`config.mk`:
```
export PLATFORM = sky130hd
export DESIGN_NAME = rtc_calendar_core
export DESIGN_NICKNAME = d
export VERILOG_FILES = /design/src/rtl/rtc_cal_pkg.sv /design/src/rtl/rtc_bcd_field.sv /design/src/rtl/rtc_wday_ctr.sv /design/src/rtl/rtc_osc_flag.sv /design/src/rtl/rtc_calendar_core.sv
export SDC_FILE = /design/constraint.sdc
export NUM_CORES = 1
export LEC_CHECK = 0
export ABC_AREA = 1
export BUFFER_PORTS_ARGS = -buffer_cell sky130_fd_sc_hd__buf_2
export CAP_MARGIN = 20
export CORE_AREA = 5 5 123 125
export CTS_CLUSTER_DIAMETER = 100
export CTS_CLUSTER_SIZE = 24
export DETAILED_ROUTE_END_ITERATION = 12
export DIE_AREA = 0 0 128 130
export MAX_ROUTING_LAYER = met4
export SETUP_SLACK_MARGIN = 0.02
export SYNTH_ARGS = -nofsm -noshare
export SYNTH_HDL_FRONTEND = slang
export SYNTH_SLANG_ARGS = --single-unit
```
`constraint.sdc`:
```
create_clock -name clk -period 2.78 [get_ports clk]
set_input_delay 0.556 -clock clk [delete_from_list [all_inputs] [get_ports clk]]
set_output_delay 0.556 -clock clk [all_outputs]
set_load 0.02 [all_outputs]
```
`src/rtl/rtc_cal_pkg.sv`:
```
package rtc_cal_pkg;

    localparam int BCD_W    = 8;
    localparam int WDAY_W   = 3;
    localparam int SEL_W    = 3;
    localparam int N_BCD    = 6;
    localparam logic [WDAY_W-1:0] WDAY_LAST = 3'd6;

    typedef logic [BCD_W-1:0] bcd_t;

    typedef enum logic [SEL_W-1:0] {
        SEL_SEC    = 3'd0,
        SEL_MIN    = 3'd1,
        SEL_HOUR   = 3'd2,
        SEL_WDAY   = 3'd3,
        SEL_DATE   = 3'd4,
        SEL_MONTH  = 3'd5,
        SEL_YEAR   = 3'd6,
        SEL_STATUS = 3'd7
    } field_sel_e;

    typedef struct packed {
        bcd_t              year;
        bcd_t              month;
        bcd_t              date;
        logic [WDAY_W-1:0] wday;
        bcd_t              hour;
        bcd_t              min;
        bcd_t              sec;
    } cal_time_t;

    // Chain index of each BCD field: 0 sec, 1 min, 2 hour, 3 date, 4 month, 5 year
    function automatic field_sel_e chain_sel(input int idx);
        return (idx < 3) ? field_sel_e'(idx) : field_sel_e'(idx + 1);
    endfunction

    function automatic bcd_t chain_low(input int idx);
        return (idx == 3 || idx == 4) ? 8'h01 : 8'h00;
    endfunction

    function automatic bcd_t chain_fixed_max(input int idx);
        case (idx)
            0, 1:    return 8'h59;
            2:       return 8'h23;
            4:       return 8'h12;
            default: return 8'h99;
        endcase
    endfunction

    function automatic bcd_t bcd_next(input bcd_t v);
        if (v[3:0] >= 4'd9) return {v[7:4] + 4'd1, 4'd0};
        return {v[7:4], v[3:0] + 4'd1};
    endfunction

    function automatic logic leap_bcd(input bcd_t yr);
        if (!yr[4]) return (yr[3:0] == 4'd0) || (yr[3:0] == 4'd4) || (yr[3:0] == 4'd8);
        return (yr[3:0] == 4'd2) || (yr[3:0] == 4'd6);
    endfunction

    function automatic bcd_t last_date_bcd(input bcd_t mon, input bcd_t yr);
        case (mon)
            8'h04, 8'h06, 8'h09, 8'h11: return 8'h30;
            8'h02:                      return leap_bcd(yr) ? 8'h29 : 8'h28;
            default:                    return 8'h31;
        endcase
    endfunction

endpackage

```
`src/rtl/rtc_bcd_field.sv`:
```
module rtc_bcd_field
    import rtc_cal_pkg::*;
#(
    parameter bcd_t LOW = 8'h00
) (
    input  logic clk,
    input  logic rst,
    input  logic inc_i,
    input  logic ld_i,
    input  bcd_t ld_val_i,
    input  bcd_t max_i,
    output bcd_t val_o,
    output logic wrap_o
);
    bcd_t val_q;
    logic at_end;

    assign at_end = (val_q >= max_i);
    assign wrap_o = inc_i && at_end;
    assign val_o  = val_q;

    always_ff @(posedge clk) begin
        if (rst)        val_q <= LOW;
        else if (ld_i)  val_q <= ld_val_i;
        else if (inc_i) val_q <= at_end ? LOW : bcd_next(val_q);
    end
endmodule

```
`src/rtl/rtc_wday_ctr.sv`:
```
module rtc_wday_ctr
    import rtc_cal_pkg::*;
(
    input  logic              clk,
    input  logic              rst,
    input  logic              inc_i,
    input  logic              ld_i,
    input  logic [WDAY_W-1:0] ld_val_i,
    output logic [WDAY_W-1:0] val_o
);
    logic [WDAY_W-1:0] val_q;

    always_ff @(posedge clk) begin
        if (rst)        val_q <= '0;
        else if (ld_i)  val_q <= ld_val_i;
        else if (inc_i) val_q <= (val_q >= WDAY_LAST) ? '0 : val_q + 1'b1;
    end

    assign val_o = val_q;
endmodule

```
`src/rtl/rtc_osc_flag.sv`:
```
module rtc_osc_flag (
    input  logic clk,
    input  logic rst,
    input  logic set_i,
    input  logic clr_i,
    output logic flag_o
);
    logic flag_q;

    always_ff @(posedge clk) begin
        if (rst)        flag_q <= 1'b1;
        else if (set_i) flag_q <= 1'b1;
        else if (clr_i) flag_q <= 1'b0;
    end

    assign flag_o = flag_q;
endmodule

```
`src/rtl/rtc_calendar_core.sv`:
```
module rtc_calendar_core
    import rtc_cal_pkg::*;
(
    input  logic             clk,
    input  logic             rst,
    input  logic             tick_i,
    input  logic             wr_en_i,
    input  logic [SEL_W-1:0] wr_sel_i,
    input  logic [BCD_W-1:0] wr_data_i,
    input  logic             osc_fail_i,
    input  logic [SEL_W-1:0] rd_sel_i,
    output logic [BCD_W-1:0] rd_data_o
);
    logic              adv;
    bcd_t              val  [N_BCD];
    bcd_t              lim  [N_BCD];
    logic              inc  [N_BCD];
    logic              wrap [N_BCD];
    logic [WDAY_W-1:0] wday;
    logic              osc_flag_q;
    cal_time_t         cur;

    // A write cycle swallows the tick so a partial update never mixes with a carry
    assign adv = tick_i && !wr_en_i;

    generate
        for (genvar i = 0; i < N_BCD; i++) begin : g_chain
            if (i == 0) begin : g_first
                assign inc[i] = adv;
            end else begin : g_next
                assign inc[i] = wrap[i-1];
            end

            if (i == 3) begin : g_date_lim
                assign lim[i] = last_date_bcd(val[4], val[5]);
            end else begin : g_fixed_lim
                assign lim[i] = chain_fixed_max(i);
            end

            rtc_bcd_field #(.LOW(chain_low(i))) i_field (
                .clk      (clk),
                .rst      (rst),
                .inc_i    (inc[i]),
                .ld_i     (wr_en_i && (field_sel_e'(wr_sel_i) == chain_sel(i))),
                .ld_val_i (wr_data_i),
                .max_i    (lim[i]),
                .val_o    (val[i]),
                .wrap_o   (wrap[i])
            );
        end
    endgenerate

    rtc_wday_ctr i_wday (
        .clk      (clk),
        .rst      (rst),
        .inc_i    (wrap[2]),
        .ld_i     (wr_en_i && (field_sel_e'(wr_sel_i) == SEL_WDAY)),
        .ld_val_i (wr_data_i[WDAY_W-1:0]),
        .val_o    (wday)
    );

    rtc_osc_flag i_osc (
        .clk    (clk),
        .rst    (rst),
        .set_i  (osc_fail_i),
        .clr_i  (wr_en_i && (field_sel_e'(wr_sel_i) == SEL_STATUS) && !wr_data_i[0]),
        .flag_o (osc_flag_q)
    );

    assign cur = '{year: val[5], month: val[4], date: val[3], wday: wday,
                   hour: val[2], min: val[1], sec: val[0]};

    always_comb begin
        case (field_sel_e'(rd_sel_i))
            SEL_SEC:   rd_data_o = cur.sec;
            SEL_MIN:   rd_data_o = cur.min;
            SEL_HOUR:  rd_data_o = cur.hour;
            SEL_WDAY:  rd_data_o = {{(BCD_W-WDAY_W){1'b0}}, cur.wday};
            SEL_DATE:  rd_data_o = cur.date;
            SEL_MONTH: rd_data_o = cur.month;
            SEL_YEAR:  rd_data_o = cur.year;
            default:   rd_data_o = {{(BCD_W-1){1'b0}}, osc_flag_q};
        endcase
    end
endmodule

```
==> summary.md <==
| Metric | Value |
|---|---|
| Sequential Power Share | `46.8%` |
| Post CTS Setup Buffer Count | `0` |
| Number of synthesized flops with an enable pin | `0` |
| Initial antenna violation count | `0` |
| Synth warnings | `0` |
| Dpl hpwl | `9402 um` |
| Drt pass-1 iters | `5` |
| Layout area overhead | `14.40%` |
| Crit path launch type | `flop` |
| Die area | `0.01664 mm^2` |
| Worst endpoint data arrival time | `2.73 ns` |
| Commonest cells after routing, fill and taps aside | `nand2_1, inv_1, nor2_1` |
| Tightest Pin Transition | `0.6573 ns` |
| Max Clock Skew | `0.01381 ns` |
| Psw | `493.9 uW` |
| RSZ-0062 raised after global routing | `no` |
| Fin. max-slew vios | `0` |
| Antenna Diode Count | `0` |
| Grt ovf | `0` |
| First DRT Iteration DRCs | `444` |
| Final setup TNS | `0 ns` |
| Syn avg cell area | `6.662 um^2` |
| Post-Syn Nets | `670` |
| Most common cell after layout, fill and taps aside | `nand2_1` |
| Max clock buf depth | `2` |
| Num rows | `43` |
| Setup CP Type | `reg -> reg` |
| Critical Path RT | `3.02 ns` |
| Filler cell count | `1514` |
| Int Pwr | `1164 uW` |
| Fmax | `401.1 MHz` |
| Antenna Nets Post-Route | `0` |
| Detailed-route DRC error count | `0` |
| Mapped Cells | `613` |
| Die H | `130 um` |
| First-pass GRT wire length | `19600 um` |
| Routed WL | `12350 um` |
| Num ports | `27` |
| Pwr per Cell Area | `354.9 mW/mm^2` |
| Leak Pwr | `0.002066 uW` |
| Relative slew slack | `56.13%` |
| Max Cap Viol | `0` |
| # clock sinks | `52` |
| Final design utilization | `33.92%` |
| Final setup fails | `0` |
| Worst-path clk slew | `0.07 ns` |
| Worst Hold Class | `reg -> reg` |
| Share of post-route cells with drive strength above 1 | `15.97%` |
| Final hold vios | `0` |
| Crit Path Max Fanout | `5` |
| WL/cell | `14.97 um` |
| Vias in the first global route | `3620` |
| CTS root buffer | `clkbuf_16` |
| Worst setup EP type | `flop` |
| Status | `finished, final reports clean` |
| Number of port buffers | `26` |
| Final worst-path cycle share | `89.67%` |
| Clock insertion delay at the later pin of the skew report | `0.30 ns` |
| Async set or reset register ratio after synthesis | `0%` |
| Vias | `4050` |
| Switching Fraction | `29.79%` |
| H-Tree Depth | `2` |
| Post_cts resized | `0` |
| Core Region | `0.01377 mm^2` |
| Logic pwr share | `14.5%` |
| Clock group share of total power | `38.8%` |
| Largest net degree at the start of global routing | `36` |
| Hold Buf Count CTS | `0` |
| Register area share after synthesis | `25.49%` |
| #FFs+latches synth | `52` |
| Die X | `128 um` |
| Vias/cell | `4.909` |
| Cell variety after synth | `44` |
| CTS tree | `yes` |
| GRT Total Usage | `15.41%` |
| RePlAce Congestion | `0.8942` |
| Num CTS Buffers | `5` |
| Synth Flop Type | `dfxtp_1` |
| Synthesized area | `0.004084 mm^2` |
| Starting Density | `29.65%` |
| Nets@finish | `701` |
| Peak supply drop | `190.8 uV` |
| Final min period | `2.493 ns` |
[synth_stat cells (all sizes together) (3+ instances only)]
library cell	number	share of area, %
dfxtp	52	25
clkbuf	5	0.46
ha	38	12
inv	96	8.8
nand3	38	5.2
nor3	6	0.86
nor2	78	8.6
o221ai	3	0.64
xor2	8	1.7
a31oi	8	1.2
o22ai	26	4.0
nand4	6	1.3
nand2	133	13
xnor2	6	1.3
o21a	3	0.55
buf	3	0.58
a21oi	58	7.5
o21ai	30	3.8
[final timing paths]
kind | startpoint | end | slack [ns] | depth (start not counted)
max | g_chain[4].i_field.val_o[0] | g_chain[3].i_field.val_o[4] | 0.29 | 17
min | i_osc.flag_o | i_osc.flag_o | 0.46 | 2
max reg2reg | g_chain[4].i_field.val_o[0] | g_chain[3].i_field.val_o[4] | 0.29 | 17
min reg2reg | i_osc.flag_o | i_osc.flag_o | 0.46 | 2
[per-layer routing]
metal  up-vias  wire length [um]  global-route usage [%]
li1       2094                 -                       -
met3        10               641                   2.579
met5         -                 0                       -
met2        89              5552                   24.00
met1      1857              6040                   21.30
met4         0               118                   2.809
[sequential cells by signal (all words and copies together), names as in the netlist]
register	flops
g_chain.i_field.val_o	48
i_osc.flag_o	1
i_wday.val_o	3
[logic make-up after synthesis]
| group | after synthesis | share of synthesized area (%) |
|---|---|---|
| AND/OR/NAND/NOR | 264 | 29.84 |
| AO/OA/AOI/OAI | 140 | 20.04 |
| buffers and inverters | 105 | 9.987 |
| flip-flops | 52 | 25.49 |
| adder cells (fa/ha/maj) | 38 | 11.64 |
| XOR/XNOR | 14 | 3.003 |
[cell type report]
cell class / count / area, um^2 / area share (%)
well taps: 180 / 225.2 / 4.821
clock buffers: 5 / 125.1 / 2.678
inverters: 97 / 367.9 / 7.874
repair buffers: 32 / 175.2 / 3.749
multi-input cells: 456 / 2710 / 58.01
clock inverters: 3 / 18.77 / 0.4017
flip-flops and latches: 52 / 1050 / 22.47
[stage by stage]
| step | instance area, um^2 | power [uW] | setup slack [ns] | instances | hold WS [ns] |
|---|---|---|---|---|---|
| 2_1_floorplan | 4084 | 938.8 | 0.3780 | 613 | 0.4309 |
| 6_report | 4672 | 1658 | 0.2871 | 825 | 0.4609 |
| 5_1_grt | 4672 | 1736 | 0.009379 | 825 | 0.5121 |
| 3_5_place_dp | 4442 | 1025 | 0.09081 | 817 | 0.4521 |
| 3_3_place_gp | 4442 | 1027 | 0.1724 | 817 | 0.4483 |
| 4_1_cts | 4586 | 1664 | 0.06634 | 825 | 0.4645 |
[critical path, stage by stage, from the launching register on]
cell and delay [ns]:
dfxtp_4 0.37, inv_2 0.06, ha_1 0.19, o21ai_1 0.11, o21ai_1 0.09, a32oi_2 0.20
nor2_1 0.06, a31oi_1 0.17, ha_1 0.25, inv_1 0.05, nor2_1 0.03, nand3_1 0.13
nand3_4 0.14, nor2_4 0.20, nand2_2 0.09, nor2_2 0.11, a21oi_1 0.04, a21oi_1 0.14
[power by group through the flow]
stage / Combinational [uW] / Clock, uW / Sequential [uW]
final: 240 / 643 / 775
after global routing: 265 / 693 / 778
after floorplan: 151 / 0 / 788
after CTS: 233 / 656 / 776
after detailed placement: 232 / 0 / 793
after global placement: 234 / 0 / 793
No activity file was read; power rests on OpenSTA's default activity.
